## config.mk

```make
export PLATFORM = sky130hd
export DESIGN_NAME = lcdSeq
export DESIGN_NICKNAME = d
export VERILOG_FILES = /design/src/rtl/lcdSeqPkg.sv /design/src/rtl/lcdSeqPath.sv /design/src/rtl/lcdSeqCtrl.sv /design/src/rtl/lcdSeq.sv
export SDC_FILE = /design/constraint.sdc
export NUM_CORES = 1
export LEC_CHECK = 0
export BUFFER_PORTS_ARGS = -buffer_cell sky130_fd_sc_hd__buf_2
export CAP_MARGIN = 20
export CORE_ASPECT_RATIO = 0.5
export CORE_MARGIN = 2
export CORE_UTILIZATION = 63
export DETAILED_ROUTE_END_ITERATION = 7
export PLACE_DENSITY = 0.94
export SYNTH_ARGS = -nofsm -noshare
export SYNTH_HDL_FRONTEND = slang
export SYNTH_SLANG_ARGS = --single-unit
```

## constraint.sdc

```tcl
create_clock -name clk -period 4 [get_ports clk]
set_clock_uncertainty 0.05 [all_clocks]
set_input_delay 0.4 -clock clk [delete_from_list [all_inputs] [get_ports clk]]
set_output_delay 0.4 -clock clk [all_outputs]
set_load 0.02 [all_outputs]
```

## src/rtl/lcdSeqPkg.sv

```systemverilog
package lcdSeqPkg;
  typedef enum logic [1:0] {
    OP_INSTR  = 2'd0,
    OP_CHAR   = 2'd1,
    OP_CURSOR = 2'd2,
    OP_STATUS = 2'd3
  } reqOpE;

  // strobes from control to datapath
  typedef struct packed {
    logic       loadReq;
    logic       loadInit;
    logic [1:0] initSel;
    logic       lowNib;
    logic       eOn;
    logic       capture;
  } strobeT;
endpackage

```

## src/rtl/lcdSeqPath.sv

```systemverilog
module lcdSeqPath
  import lcdSeqPkg::*;
(
  input  logic        clk,
  input  logic        rstN,
  input  strobeT      strb,
  input  logic [1:0]  reqOp,
  input  logic [7:0]  reqByte,
  input  logic        reqLine,
  input  logic [3:0]  reqCol,
  input  logic [3:0]  lcdDataIn,
  output logic        isRead,
  output logic        isLong,
  output logic        lcdRs,
  output logic        lcdRw,
  output logic        lcdE,
  output logic [3:0]  lcdDataOut,
  output logic        lcdDataOe,
  output logic [7:0]  rspData
);
  logic [7:0] byteQ;
  logic       rsQ, rwQ;
  logic [7:0] rdQ;

  function automatic logic [7:0] startByte(input logic [1:0] sel);
    case (sel)
      2'd0:    return 8'h28;
      2'd1:    return 8'h06;
      2'd2:    return 8'h0C;
      default: return 8'h01;
    endcase
  endfunction

  always_ff @(posedge clk or negedge rstN) begin
    if (!rstN) begin
      byteQ <= '0;
      rsQ   <= 1'b0;
      rwQ   <= 1'b0;
      rdQ   <= '0;
    end else begin
      if (strb.loadInit) begin
        byteQ <= startByte(strb.initSel);
        rsQ   <= 1'b0;
        rwQ   <= 1'b0;
      end else if (strb.loadReq) begin
        case (reqOpE'(reqOp))
          OP_INSTR:  begin byteQ <= reqByte; rsQ <= 1'b0; rwQ <= 1'b0; end
          OP_CHAR:   begin byteQ <= reqByte; rsQ <= 1'b1; rwQ <= 1'b0; end
          OP_CURSOR: begin
            byteQ <= {1'b1, reqLine, 2'b00, reqCol};
            rsQ   <= 1'b0;
            rwQ   <= 1'b0;
          end
          default:   begin byteQ <= 8'h00; rsQ <= 1'b0; rwQ <= 1'b1; end
        endcase
      end
      if (strb.capture) begin
        if (strb.lowNib) rdQ[3:0] <= lcdDataIn;
        else             rdQ[7:4] <= lcdDataIn;
      end
    end
  end

  assign isRead     = rwQ;
  assign isLong     = !rsQ && !rwQ && (byteQ[7:2] == 6'd0) && (byteQ[1:0] != 2'd0);
  assign lcdRs      = rsQ;
  assign lcdRw      = rwQ;
  assign lcdE       = strb.eOn;
  assign lcdDataOut = strb.lowNib ? byteQ[3:0] : byteQ[7:4];
  assign lcdDataOe  = !rwQ;
  assign rspData    = rdQ;

  a_r8_ctrl_lines_steady: assert property (@(posedge clk) disable iff (!rstN)
    lcdE && $past(lcdE) |-> $stable(lcdRs) && $stable(lcdRw));
  a_r3_nibble_held: assert property (@(posedge clk) disable iff (!rstN)
    lcdE && $past(lcdE) |-> $stable(lcdDataOut));
  a_r7_bus_released: assert property (@(posedge clk) disable iff (!rstN)
    lcdRw |-> !lcdDataOe);
endmodule

```

## src/rtl/lcdSeqCtrl.sv

```systemverilog
module lcdSeqCtrl
  import lcdSeqPkg::*;
#(
  parameter int SETUP_CYC = 8,
  parameter int PULSE_CYC = 47,
  parameter int GAP_CYC   = 200,
  parameter int CMD_CYC   = 8000,
  parameter int LONG_CYC  = 328000,
  parameter int POWER_CYC = 3000000
) (
  input  logic   clk,
  input  logic   rstN,
  input  logic   reqValid,
  input  logic   isRead,
  input  logic   isLong,
  output logic   reqReady,
  output logic   rspValid,
  output strobeT strb
);
  localparam int MAX_A = (POWER_CYC > LONG_CYC) ? POWER_CYC : LONG_CYC;
  localparam int CW    = $clog2(MAX_A + 1);

  typedef enum logic [2:0] {S_PWR, S_IDLE, S_SETUP, S_PULSE, S_GAP, S_POST, S_RESP} stateE;

  stateE      state;
  logic [CW-1:0] cnt, waitLen;
  logic       nibQ, initDone;
  logic [1:0] initIdx;
  logic       pwrDone, postDone;

  assign pwrDone  = (state == S_PWR)  && (cnt == CW'(POWER_CYC - 1));
  assign postDone = (state == S_POST) && (cnt == waitLen - 1'b1);

  always_comb begin
    strb          = '0;
    strb.lowNib   = nibQ;
    strb.eOn      = (state == S_PULSE);
    strb.capture  = (state == S_PULSE) && (cnt == CW'(PULSE_CYC - 1));
    strb.loadReq  = (state == S_IDLE) && reqValid;
    strb.loadInit = pwrDone || (postDone && !initDone && initIdx != 2'd3);
    strb.initSel  = (state == S_PWR) ? 2'd0 : initIdx + 2'd1;
  end

  assign reqReady = (state == S_IDLE);
  assign rspValid = (state == S_RESP);

  always_ff @(posedge clk or negedge rstN) begin
    if (!rstN) begin
      state    <= S_PWR;
      cnt      <= '0;
      waitLen  <= '0;
      nibQ     <= 1'b0;
      initDone <= 1'b0;
      initIdx  <= 2'd0;
    end else begin
      case (state)
        S_PWR: begin
          if (pwrDone) begin
            state <= S_SETUP; cnt <= '0; nibQ <= 1'b0; initIdx <= 2'd0;
          end else cnt <= cnt + 1'b1;
        end
        S_IDLE: if (reqValid) begin
          state <= S_SETUP; cnt <= '0; nibQ <= 1'b0;
        end
        S_SETUP: begin
          if (cnt == CW'(SETUP_CYC - 1)) begin state <= S_PULSE; cnt <= '0; end
          else cnt <= cnt + 1'b1;
        end
        S_PULSE: begin
          if (cnt == CW'(PULSE_CYC - 1)) begin state <= S_GAP; cnt <= '0; end
          else cnt <= cnt + 1'b1;
        end
        S_GAP: begin
          if (cnt == CW'(GAP_CYC - 1)) begin
            cnt <= '0;
            if (!nibQ) begin
              nibQ <= 1'b1; state <= S_SETUP;
            end else if (isRead) begin
              state <= S_RESP;
            end else begin
              state   <= S_POST;
              waitLen <= isLong ? CW'(LONG_CYC) : CW'(CMD_CYC);
            end
          end else cnt <= cnt + 1'b1;
        end
        S_POST: begin
          if (postDone) begin
            cnt <= '0;
            if (initDone) state <= S_IDLE;
            else if (initIdx == 2'd3) begin
              initDone <= 1'b1; state <= S_IDLE;
            end else begin
              initIdx <= initIdx + 2'd1; nibQ <= 1'b0; state <= S_SETUP;
            end
          end else cnt <= cnt + 1'b1;
        end
        default: state <= S_IDLE;
      endcase
    end
  end

  a_r10_ready_excludes_pulse: assert property (@(posedge clk) disable iff (!rstN)
    reqReady |-> !strb.eOn);
  a_r10_accept_drops_ready: assert property (@(posedge clk) disable iff (!rstN)
    reqValid && reqReady |=> !reqReady);
  a_r7_rsp_one_cycle: assert property (@(posedge clk) disable iff (!rstN)
    rspValid |=> !rspValid);
  a_r1_no_ready_before_init: assert property (@(posedge clk) disable iff (!rstN)
    !initDone |-> !reqReady);
endmodule

```

## src/rtl/lcdSeq.sv

```systemverilog
module lcdSeq #(
  parameter int SETUP_CYC = 8,
  parameter int PULSE_CYC = 47,
  parameter int GAP_CYC   = 200,
  parameter int CMD_CYC   = 8000,
  parameter int LONG_CYC  = 328000,
  parameter int POWER_CYC = 3000000
) (
  input  logic       clk,
  input  logic       rstN,
  input  logic       reqValid,
  output logic       reqReady,
  input  logic [1:0] reqOp,
  input  logic [7:0] reqByte,
  input  logic       reqLine,
  input  logic [3:0] reqCol,
  output logic       rspValid,
  output logic [7:0] rspData,
  output logic       lcdRs,
  output logic       lcdRw,
  output logic       lcdE,
  output logic [3:0] lcdDataOut,
  output logic       lcdDataOe,
  input  logic [3:0] lcdDataIn
);
  lcdSeqPkg::strobeT strb;
  logic isRead, isLong;

  lcdSeqCtrl #(
    .SETUP_CYC(SETUP_CYC), .PULSE_CYC(PULSE_CYC), .GAP_CYC(GAP_CYC),
    .CMD_CYC(CMD_CYC), .LONG_CYC(LONG_CYC), .POWER_CYC(POWER_CYC)
  ) ctrl (
    .clk(clk), .rstN(rstN), .reqValid(reqValid), .isRead(isRead),
    .isLong(isLong), .reqReady(reqReady), .rspValid(rspValid), .strb(strb)
  );

  lcdSeqPath path (
    .clk(clk), .rstN(rstN), .strb(strb), .reqOp(reqOp), .reqByte(reqByte),
    .reqLine(reqLine), .reqCol(reqCol), .lcdDataIn(lcdDataIn),
    .isRead(isRead), .isLong(isLong), .lcdRs(lcdRs), .lcdRw(lcdRw),
    .lcdE(lcdE), .lcdDataOut(lcdDataOut), .lcdDataOe(lcdDataOe),
    .rspData(rspData)
  );
endmodule

```

==> impl_metrics.toml <==
[pwr]
finalPower_w = 0.000860
power_leakage_nw = 1.63
ir_worst_vdd_mv = 0.166
power_density_mw_per_mm2 = 247

[global_route]
grt_pass1_vias = 2566
antenna_found_initial = 0
grt_first_pass_wirelength_um = 12200
overflow = 0
track_usage = 0.282
grt_max_degree = 51

[clocking]
clock_latency_ns = 0.32
htreeDepth = 2
ctsResizeCount = 0
cts_tree = "done"
clk_pin_slew_ns = 0.10
cts_setup_buffers = 0
cts_root_buf = "clkbuf_8"
cts_made_buffers = 5
postCtsHoldBufs = 0
cts_sinks = 50
clk_path_buf_depth = 2

[run_status]
violations = "negative hold slack"
status = "complete, but fails checks"

[place]
place_ws_ns = 1.09
portBuffers = 39
place_congestion = 0.915
hpwl_um = 5580

[final_layout]
n_antenna_cell = 0
area_growth_pct = 9.71
drive_above_1_share = 0.214
final_nets = 403

[floorplan]
initial_utilization = 0.649
chipWidth_um = 104
dieArea_mm2 = 0.00565
core-area_mm2 = 0.00489
rows = 18
fp.dieH_um = 54.2
ios = 40

[synth]
synth.distinct_cells = 60
async_reset_ff_frac = 1.00
ys.warnings.count = 0
synth_ff_type = "dfrtp_1"
seq_area_frac_synth = 0.395
synth_area_leaders = "dfrtp_1 39%, nor2_1 5.3%, mux2_2 4.6%"
ys_seq_elements = 50
avgSynthCellArea_um2 = 9.35
syn_nets = 370
syn_inst = 339
synth_area_leader_cell = "dfrtp_1"
syn_area_mm2 = 0.00317
yosys.area.top_type_share = 0.395
synth_edf_count = 0

[critical_path]
start_kind = "register"
worstPathArrival_ns = 3.19
reg2reg_depth = 8
required_ns = 4.16
worstSetupPathType = "register to register"
cp-end-kind = "register"
critPathMaxFanout = 8
r2r-start = "ctrl.waitLen[8]"
timing.rr.end = "path.byteQ[5]"
r2r_slack_ns = 0.97

[route]
route.met3.wl_um = 513
dr.pass1.iters = 5
vias = 2819
maxUsedRoutingLayer = "met4"
viasPerCell = 6.36
drtIter0Drc = 218
met2_length_um = 3700
wl_met1_um = 3300
wl_um = 7700
drc_errors = 0
ant_nets = 0
wl_per_cell_um = 17.4

[timing]
setup_violations = 0
max-slew-margin-rel = 0.427
tightest_slew_ns = 0.855
hold_slack_ns = -0.00547
drv_slew = 0
rsz0062_at_grt = "no"
min_period_ns = 3.03
setup_ws_ns = 0.970
fmax_ghz = 0.330
fin_crit_sh = 0.758
hold_violations = 8
finalSetupTns_ns = 0

[flow_run]
cap_violations = 0

[min_path]
hold_class = "input port to asynchronous set/reset pin"
Yosys cell counts, types with 2 or more instances:
cell       count
a22oi_1        6
nor2_1        45
buf_6          5
nand4_1        6
a21oi_1       10
o21ai_0       11
nor2b_1        3
a211oi_1       3
a21o_1         4
nor3_1        11
and3_2         3
nor4_1         6
nor4_2         3
a221o_1        3
clkbuf_1       4
and3_1         4
nor4b_1        2
and2_1         2
ha_1           9
mux2i_1        3
and4_2         2
nand2_1       28
inv_1         15
buf_2          6
o22ai_1        3
nor3b_1        9
nand3_1        9
xnor2_1       16
xor2_1         7
mux2_2        13
or4_1          3
dfrtp_1       50
or3_1          2
o21a_1         3
o211ai_1       4
o2111ai_1      2
cell type report:
class,count,area (um^2)
multi-input cells,259,1760
fillers,330,1410
flip-flops and latches,50,1250
repair buffers,41,223
well taps,70,87.6
clock buffers,6,82.6
inverters,15,56.3
clock inverters,2,16.3
per-stage QoR:
stage               utilization  std cells  instance area [um^2]
global route              0.712        443                  3480
CTS                       0.708        442                  3460
global placement          0.687        434                  3360
floorplan                     -        339                  3170
finish                    0.712        443                  3480
detailed placement        0.687        434                  3360
power by group:
part           leakage (nW)  internal (W)  switching (W)
registers             0.638      0.000505              0
logic                 0.945     0.0000121      0.0000183
clock network        0.0478      0.000143       0.000181
total                  1.63      0.000660       0.000200
cell families after synthesis:
logic type	Yosys count	synth area share
XOR/XNOR	24	0.0706
AO/OA/AOI/OAI	59	0.130
adder cells (fa/ha/maj)	9	0.0355
AND/OR/NAND/NOR	150	0.260
multiplexers	17	0.0592
flip-flops	50	0.395
buffers and inverters	30	0.0497
worst max path at each step:
stage                               end  slack (ns)  cells after the start       startpoint
after CTS                 path.byteQ[5]        1.06                      8  ctrl.waitLen[8]
after global placement    path.byteQ[5]        1.26                      8  ctrl.waitLen[8]
after global routing      path.byteQ[5]        0.85                      8  ctrl.waitLen[8]
after detailed placement  path.byteQ[5]        1.09                      8  ctrl.waitLen[8]
final                     path.byteQ[5]        0.97                      8  ctrl.waitLen[8]
after floorplan           path.byteQ[5]        1.50                      9  ctrl.waitLen[8]
layout by cell type, fill, tap and decap left out, drive strengths merged, types with 2 or more instances in the layout:
cell / instances
a22oi: 6
a211oi: 4
and3: 8
nor4: 9
nor2: 45
o22ai: 3
nor3b: 9
and2: 3
buf: 41
or3: 3
a21o: 5
dfrtp: 50
nand4: 6
nand2: 28
xor2: 7
o21a: 3
nor3: 11
a21oi: 10
a221o: 3
and4: 2
or4: 3
mux2: 14
nand3: 10
mux2i: 3
inv: 16
clkbuf: 6
ha: 9
nor4b: 2
o21ai: 12
o2111ai: 2
xnor2: 16
nor2b: 3
o31ai: 2
o211ai: 4
layer usage:
metal | GRT usage | up-vias
li1 | - | 1281
met1 | 0.349 | 1348
met2 | 0.490 | 164
met3 | 0.0605 | 26
met4 | 0.137 | 0
met5 | 0 | -
worst max-delay path, stage by stage (launching register included):
cell       delay [ns]
dfrtp_1          0.44
inv_1            0.18
ha_1             0.32
nor3b_1          0.22
o211ai_1         0.11
nor4_2           0.55
o2111ai_1        0.33
nand2b_1         0.36
mux2_1           0.36
sequential cells by signal, summed over array words and instances, names as in the netlist, 2 cells and up:
signal and count:
path.rspData 8, ctrl.initIdx 2, ctrl.waitLen 3, ctrl.cnt 22
path.byteQ 8, ctrl.state 3
Note: power is estimated with default switching activity, not from simulation.
